`config.mk`:
```
export PLATFORM = sky130hd
export DESIGN_NAME = deep_sleep_ctrl
export DESIGN_NICKNAME = d
export VERILOG_FILES = /design/src/rtl/dsc_pkg.sv /design/src/rtl/dsc_pin_sync.sv /design/src/rtl/dsc_cfg_regs.sv /design/src/rtl/dsc_seq_fsm.sv /design/src/rtl/deep_sleep_ctrl.sv
export SDC_FILE = /design/constraint.sdc
export NUM_CORES = 1
export LEC_CHECK = 0
export ABC_AREA = 1
export BUFFER_PORTS_ARGS = -buffer_cell sky130_fd_sc_hd__buf_2
export CAP_MARGIN = 20
export CORE_ASPECT_RATIO = 2
export CORE_MARGIN = 2
export CORE_UTILIZATION = 30
export DETAILED_ROUTE_END_ITERATION = 10
export PLACE_DENSITY = 0.51
export SYNTH_ARGS = -nofsm -noshare
export SYNTH_HDL_FRONTEND = slang
export SYNTH_SLANG_ARGS = --single-unit
```
`constraint.sdc`:
```
create_clock -name clk -period 2.9 [get_ports clk]
set_clock_uncertainty 0.1 [all_clocks]
set_input_delay 0.29 -clock clk [delete_from_list [all_inputs] [get_ports clk]]
set_output_delay 0.29 -clock clk [all_outputs]
set_load 0.01 [all_outputs]
```
`src/rtl/dsc_pkg.sv`:
```
// Shared types and register bit positions for the deep sleep sequencer.
// Assumes a single 32-bit configuration word with the settle field at 15:4.
package dsc_pkg;
    typedef enum logic [1:0] {
        ST_RUN       = 2'd0,
        ST_SLEEP     = 2'd1,
        ST_WAKE_WAIT = 2'd2,
        ST_AWAKE     = 2'd3
    } dsc_state_e;

    localparam int unsigned BIT_ARM    = 31;
    localparam int unsigned BIT_DONE   = 30;
    localparam int unsigned BIT_VFORCE = 2;
    localparam int unsigned BIT_VOVR   = 1;
    localparam int unsigned DLY_LSB    = 4;
endpackage

```
`src/rtl/dsc_pin_sync.sv`:
```
// Multi-flop synchroniser for the trigger pin with edge detection.
// Assumes the pin idles high (awake); all flops reset to 1 so no
// spurious edge appears at reset release.
module dsc_pin_sync #(
    parameter int unsigned STAGES = 2
) (
    input  logic clk,
    input  logic rst_n,
    input  logic pin_async,
    output logic pin_rise,
    output logic pin_fall
);
    logic [STAGES:0] shreg;

    // Shift the pin through the synchroniser plus one history flop.
    always_ff @(posedge clk) begin
        if (!rst_n) shreg <= '1;
        else        shreg <= {shreg[STAGES-1:0], pin_async};
    end

    // Edges compare the synchronised level with its previous value.
    always_comb begin
        pin_rise = shreg[STAGES-1] & ~shreg[STAGES];
        pin_fall = ~shreg[STAGES-1] & shreg[STAGES];
    end
endmodule

```
`src/rtl/dsc_cfg_regs.sv`:
```
// Configuration register: arm bit, settle field, VBUS override and force.
// Assumes a write strobe that updates all writable fields at once;
// the done flag is supplied by the sequencer and is read only.
module dsc_cfg_regs
    import dsc_pkg::*;
#(
    parameter int unsigned DLY_W   = 12,
    parameter int unsigned DLY_RST = 'h176
) (
    input  logic             clk,
    input  logic             rst_n,
    input  logic             wr_en,
    input  logic [31:0]      wdata,
    input  logic             wake_done,
    output logic             arm,
    output logic [DLY_W-1:0] dly,
    output logic             vbus_ovr,
    output logic             vbus_force,
    output logic [31:0]      rdata
);
    // Hold the writable fields; reset to their documented defaults.
    always_ff @(posedge clk) begin
        if (!rst_n) begin
            arm        <= 1'b0;
            dly        <= DLY_W'(DLY_RST);
            vbus_ovr   <= 1'b1;
            vbus_force <= 1'b0;
        end else if (wr_en) begin
            arm        <= wdata[BIT_ARM];
            dly        <= wdata[DLY_LSB +: DLY_W];
            vbus_ovr   <= wdata[BIT_VOVR];
            vbus_force <= wdata[BIT_VFORCE];
        end
    end

    // Assemble read data; every unlisted bit reads zero.
    always_comb begin
        rdata                    = '0;
        rdata[BIT_ARM]           = arm;
        rdata[BIT_DONE]          = wake_done;
        rdata[DLY_LSB +: DLY_W]  = dly;
        rdata[BIT_VFORCE]        = vbus_force;
        rdata[BIT_VOVR]          = vbus_ovr;
    end

    p_cfg_write_r11: assert property (@(posedge clk) disable iff (!rst_n)
        wr_en |=> (dly == $past(wdata[DLY_LSB +: DLY_W])) && (arm == $past(wdata[BIT_ARM])));
endmodule

```
`src/rtl/dsc_seq_fsm.sv`:
```
// Sleep/wake sequencer with a scaled settle counter.
// Assumes it runs on an ungated clock; clock enable is high only in
// RUN and AWAKE. Settle wait lasts dly << SCALE_SH cycles.
module dsc_seq_fsm
    import dsc_pkg::*;
#(
    parameter int unsigned DLY_W    = 12,
    parameter int unsigned SCALE_SH = 4
) (
    input  logic             clk,
    input  logic             rst_n,
    input  logic             arm,
    input  logic [DLY_W-1:0] dly,
    input  logic             pin_rise,
    input  logic             pin_fall,
    output logic             clk_en,
    output logic             wake_done
);
    localparam int unsigned CNT_W = DLY_W + SCALE_SH;

    dsc_state_e       state, state_nx;
    logic [CNT_W-1:0] cnt;
    logic [CNT_W-1:0] cnt_load;

    // Settle count minus one, since the first wait cycle counts.
    always_comb cnt_load = (CNT_W'(dly) << SCALE_SH) - CNT_W'(1);

    // Next-state decision for entry, settle, abort and release.
    always_comb begin
        state_nx = state;
        unique case (state)
            ST_RUN:       if (arm && pin_fall) state_nx = ST_SLEEP;
            ST_SLEEP:     if (pin_rise) state_nx = (dly == '0) ? ST_AWAKE : ST_WAKE_WAIT;
            ST_WAKE_WAIT: if (pin_fall) state_nx = ST_SLEEP;
                          else if (cnt == '0) state_nx = ST_AWAKE;
            ST_AWAKE:     if (!arm) state_nx = ST_RUN;
            default:      state_nx = ST_RUN;
        endcase
    end

    // State register.
    always_ff @(posedge clk) begin
        if (!rst_n) state <= ST_RUN;
        else        state <= state_nx;
    end

    // Settle counter: load on wake edge, count down while waiting.
    always_ff @(posedge clk) begin
        if (!rst_n)                                  cnt <= '0;
        else if (state == ST_SLEEP && pin_rise)      cnt <= cnt_load;
        else if (state == ST_WAKE_WAIT && cnt != '0) cnt <= cnt - CNT_W'(1);
    end

    // Outputs decoded from state.
    always_comb begin
        clk_en    = (state == ST_RUN) || (state == ST_AWAKE);
        wake_done = (state == ST_AWAKE);
    end

    p_ignore_unarmed_r2: assert property (@(posedge clk) disable iff (!rst_n)
        (state == ST_RUN && !arm) |=> clk_en);
    p_sleep_entry_r3: assert property (@(posedge clk) disable iff (!rst_n)
        (state == ST_RUN && arm && pin_fall) |=> (!clk_en && !wake_done));
    p_wait_count_r4: assert property (@(posedge clk) disable iff (!rst_n)
        (state == ST_WAKE_WAIT && cnt != '0 && !pin_fall) |=> (cnt == $past(cnt) - CNT_W'(1)) && !clk_en);
    p_zero_delay_r5: assert property (@(posedge clk) disable iff (!rst_n)
        (state == ST_SLEEP && pin_rise && dly == '0) |=> clk_en);
    p_abort_r6: assert property (@(posedge clk) disable iff (!rst_n)
        (state == ST_WAKE_WAIT && pin_fall) |=> (state == ST_SLEEP));
    p_done_sticky_r7: assert property (@(posedge clk) disable iff (!rst_n)
        (wake_done && arm) |=> wake_done);
    p_release_r8: assert property (@(posedge clk) disable iff (!rst_n)
        (wake_done && !arm) |=> (!wake_done && clk_en));
endmodule

```
`src/rtl/deep_sleep_ctrl.sv`:
```
// Top of the deep sleep sequencer: pin synchroniser, configuration
// register, sequencer and VBUS override mux.
// Assumes clk is the free-running oscillator clock, never gated.
module deep_sleep_ctrl #(
    parameter int unsigned DLY_W     = 12,
    parameter int unsigned DLY_RST   = 'h176,
    parameter int unsigned SCALE_SH  = 4,
    parameter int unsigned SYNC_STGS = 2
) (
    input  logic        clk,
    input  logic        rst_n,
    input  logic        cfg_wr,
    input  logic [31:0] cfg_wdata,
    output logic [31:0] cfg_rdata,
    input  logic        wake_pin,
    input  logic        usb_vbus_req,
    output logic        usb_vbus_drv,
    output logic        sys_clk_en
);
    logic             pin_rise, pin_fall;
    logic             arm, vbus_ovr, vbus_force, wake_done;
    logic [DLY_W-1:0] dly;

    dsc_pin_sync #(.STAGES(SYNC_STGS)) u_sync (
        .clk(clk), .rst_n(rst_n), .pin_async(wake_pin),
        .pin_rise(pin_rise), .pin_fall(pin_fall)
    );

    dsc_cfg_regs #(.DLY_W(DLY_W), .DLY_RST(DLY_RST)) u_regs (
        .clk(clk), .rst_n(rst_n), .wr_en(cfg_wr), .wdata(cfg_wdata),
        .wake_done(wake_done), .arm(arm), .dly(dly),
        .vbus_ovr(vbus_ovr), .vbus_force(vbus_force), .rdata(cfg_rdata)
    );

    dsc_seq_fsm #(.DLY_W(DLY_W), .SCALE_SH(SCALE_SH)) u_fsm (
        .clk(clk), .rst_n(rst_n), .arm(arm), .dly(dly),
        .pin_rise(pin_rise), .pin_fall(pin_fall),
        .clk_en(sys_clk_en), .wake_done(wake_done)
    );

    // VBUS drive: software force value when override is on.
    always_comb usb_vbus_drv = vbus_ovr ? vbus_force : usb_vbus_req;
endmodule

```
==> results.txt <==
- The layout has 924 filler cells.
* Yosys warnings: 0
- Post-route DRC violation count: 0
- Static timing analysis puts the maximum clock frequency at 560 MHz.
- The detail route stage leaves a number of antenna-violating nets equal to 0.
* Count of vias placed by the detailed router: 2240
* Die outline width: 66.9 µm
* Cell type of the slowest stage on the worst timing path: dfxtp_1
- Worst path buffer plus inverter count: 1
- The worst hold path passes through 2 cells.
- Global placement routability congestion: 0.876
- The worst setup path is of the reg -> reg kind.
- Counting I/O delays and the setup requirement, the final critical path takes 1790 ps.
- In this run, post-CTS hold repair placed 0 buffers.
* Detailed router's first-iteration violation count: 144
- The initial utilization of the core area, before any placement, comes to 30.4%.
* Critical R2R Capture: u_fsm.state[0]
* Peak fanout along the critical path: 6
- H-Tree Level Count: 2
- Unrepaired setup endpoints after global routing: no
* Pin count of the biggest net entering global routing: 24
- Cells along the critical path: inv_1, ha_1, a21boi_0, or2_2, nand2_1, nand2_1, a21oi_1
- Post-detailed-route via-to-cell ratio: 4.55
- For this run, the register share of the synthesized area comes to 30.3%.
- Global-route wire length before repair: 10100 µm
* Count of endpoints failing setup in the final report: 0
* Clock tree root buffer cell: clkbuf_16
* Clock latency of the later-clocked register in the worst-skew pair: 280 ps
* Number of antenna violations at the first check in global routing: 0
* Clock-pin slew of the registers on the worst-case setup and hold paths: 60 ps
- In this run the most critical hold path is launched from wake_pin.
- The worst setup path is launched from a flip-flop.
* TritonCTS clock tree: done
* Vias in the first global route: 2104
- Slew Viols, Final: 0
- The setup check on the worst reg-to-reg path leaves a slack of 1110 ps.
* Data required, critical path: 3000 ps
- Final-layout worst hold slack: 96.1 ps
- Arrival time at the worst endpoint: 1890 ps
* Actual slew at the worst max-slew pin: 670 ps
- Counting stages on the worst path, the most repeated cell is nand2_1.
- Total grt overflow: 0
- The number of cells on the worst reg-to-reg path is 7.
* CTS buffer count: 5
* Static leakage: 1.34 nW
* Sum of net half-perimeters after detailed placement: 4610 µm
* Portion of synthesized cell area occupied by the leading cell type: 30.3%
- Destination of the worst hold path: u_sync.shreg[0]
- Max rail drop VDD: 0.000439 V
- Gate Count Post-Synth: 365
* Die Y-Extent: 130 µm
- # Post-CTS Setup Buffers: 0
- Sum of negative setup slack: 0 ps
* Drt total wl: 6240 µm
- Row generation in the floorplan step produced 46 rows.
- First-pass iteration count of the detailed router: 5
* Kind of cell adding the most delay to the critical path: simple AND/OR/NAND/NOR gates
* Average footprint of a synthesized cell: 6.51 µm²
* Number of flip-flops and latches in the synthesized netlist: 36
* Average routed wire per standard cell: 12.7 µm
* Startpoint of the most critical register-to-register path: u_fsm.state[0]
- Total count of hold-check failures in the final report: 0
- Cells with a size suffix above 1 make up 16.7% of the layout.
- Number of buffer cells added on primary ports: 37
- Standard cell core area: 0.00783 mm²
- Ranked by total cell area, the synthesized netlist is headed by dfxtp_1, nand2_1, nand3_1.
- Number of violations of the max-capacitance limit: 0
- For this run, the total global-route usage over all layers was measured as 15.3%.
- The final layout contains 439 nets.
- Number of sinks handled by clock tree synthesis: 36
* Post-Syn Area: 0.00238 mm²
* Final worst-path cycle share: 61.6%
* Deepest clock path buffer count: 2
* Power density relative to cell area: 772 mW/mm²
- The number of gates resized after CTS was 0.
* Synth area leader: dfxtp_1
* Die area: 0.00869 mm²
* Run status: completed
* Top-Level Pins: 71
* Area growth from synthesis to final layout: 13.3%
- Counting distinct cell types in the post-synthesis netlist gives 33.
- Measured on the finished design, the core utilization comes to 34.4%.
- In this run the worst hold path is classified as in -> reg.
* Worst Setup End Kind: flip-flop
- Longest individual stage delay on the worst path: 440 ps
* Slew margin rel.: 55.3%
- Antenna diode instance count: 0
==> sequential cells by signal, indices dropped and copies added (netlist names) <==
| signal | cells |
|---|---|
| u_regs.arm | 1 |
| u_fsm.cnt | 16 |
| u_regs.dly | 12 |
| u_regs.vbus_ovr | 1 |
| u_sync.shreg | 3 |
| u_regs.vbus_force | 1 |
| u_fsm.state | 2 |
==> layout make-up <==
type / instances / area [µm²] / area share (%)
well taps: 96 / 120 / 4.46
multi-input cells: 272 / 1350 / 50.2
clock inverters: 2 / 10.0 / 0.372
inverters: 42 / 158 / 5.86
clock buffers: 6 / 139 / 5.16
repair buffers: 38 / 193 / 7.16
flip-flops and latches: 36 / 721 / 26.8
==> worst max-delay path by stage <==
stage	startpoint	endpoint	cells after the start
final	u_fsm.state[0]	u_fsm.state[0]	7
after global routing	u_regs.dly[0]	u_fsm.cnt[14]	9
after CTS	u_regs.dly[0]	u_fsm.cnt[14]	9
after detailed placement	u_regs.dly[0]	u_fsm.cnt[14]	9
after global placement	u_fsm.state[0]	u_fsm.cnt[15]	6
after floorplan	u_fsm.state[0]	u_fsm.state[1]	6
==> layout by cell type, fill, tap and decap left out, drive strengths merged <==
cell,instances
conb,16
o21ai,30
xor2,3
clkinv,2
xnor2,1
a21oi,28
buf,38
nand3,49
o21bai,2
dfxtp,36
o21a,1
nor3,2
nor2,44
nand4,4
or2,3
mux2,1
nand2,79
a21boi,1
inv,42
nand3b,1
ha,7
clkbuf,6
==> cells in the mapped netlist <==
cell and count:
o21a_1 1, inv_1 39, o21ai_2 1, o21ai_0 28, a21boi_0 1, nor3_1 2, o21ai_1 1, a21oi_1 28
buf_2 2, nor2_1 38, nand2_2 1, nand3_2 1, inv_2 3, conb_1 1, mux2_2 1, buf_4 21
buf_6 1, nand3_4 1, xor2_1 3, or2_2 3, xnor2_1 1, dfxtp_1 36, nand3b_1 1, nand2_4 2
nand2_8 1, nand3_1 47, buf_1 1, nand4_1 4, o21bai_1 2, nand2_1 75, clkbuf_1 5, ha_1 7
nor2_2 6
==> logic make-up after synthesis <==
family,count (synthesis),synth area share [%]
multiplexers,1,0.474
buffers and inverters,72,15.1
adder cells (fa/ha/maj),7,3.69
XOR/XNOR,4,1.47
flip-flops,36,30.3
AND/OR/NAND/NOR,182,35.1
other,1,0.158
AO/OA/AOI/OAI,62,13.6
==> where the power goes <==
part           internal (mW)  switching [mW]  leakage, nW
clock                  0.339           0.207       0.0766
sequential             0.548          0.0568        0.295
combinational          0.345           0.584        0.967
==> stage by stage <==
| step | cell area (µm²) | power [mW] | instances | worst slack (ps) |
|---|---|---|---|---|
| after floorplan | 2430 | 1.37 | 380 | 1290 |
| after CTS | 2690 | 2.10 | 492 | 1090 |
| after global routing | 2690 | 2.25 | 492 | 876 |
| after detailed placement | 2540 | 1.54 | 484 | 1110 |
| after global placement | 2540 | 1.54 | 484 | 1100 |
| final | 2690 | 2.08 | 492 | 1110 |
==> per-layer routing <==
layer | track usage [%] | share of wire [%]
met5 | 0 | 0
met4 | 4.80 | 1.3
met1 | 19.5 | 45
met2 | 25.5 | 49
met3 | 2.93 | 4.8
Power figures use the tool's default switching activity.
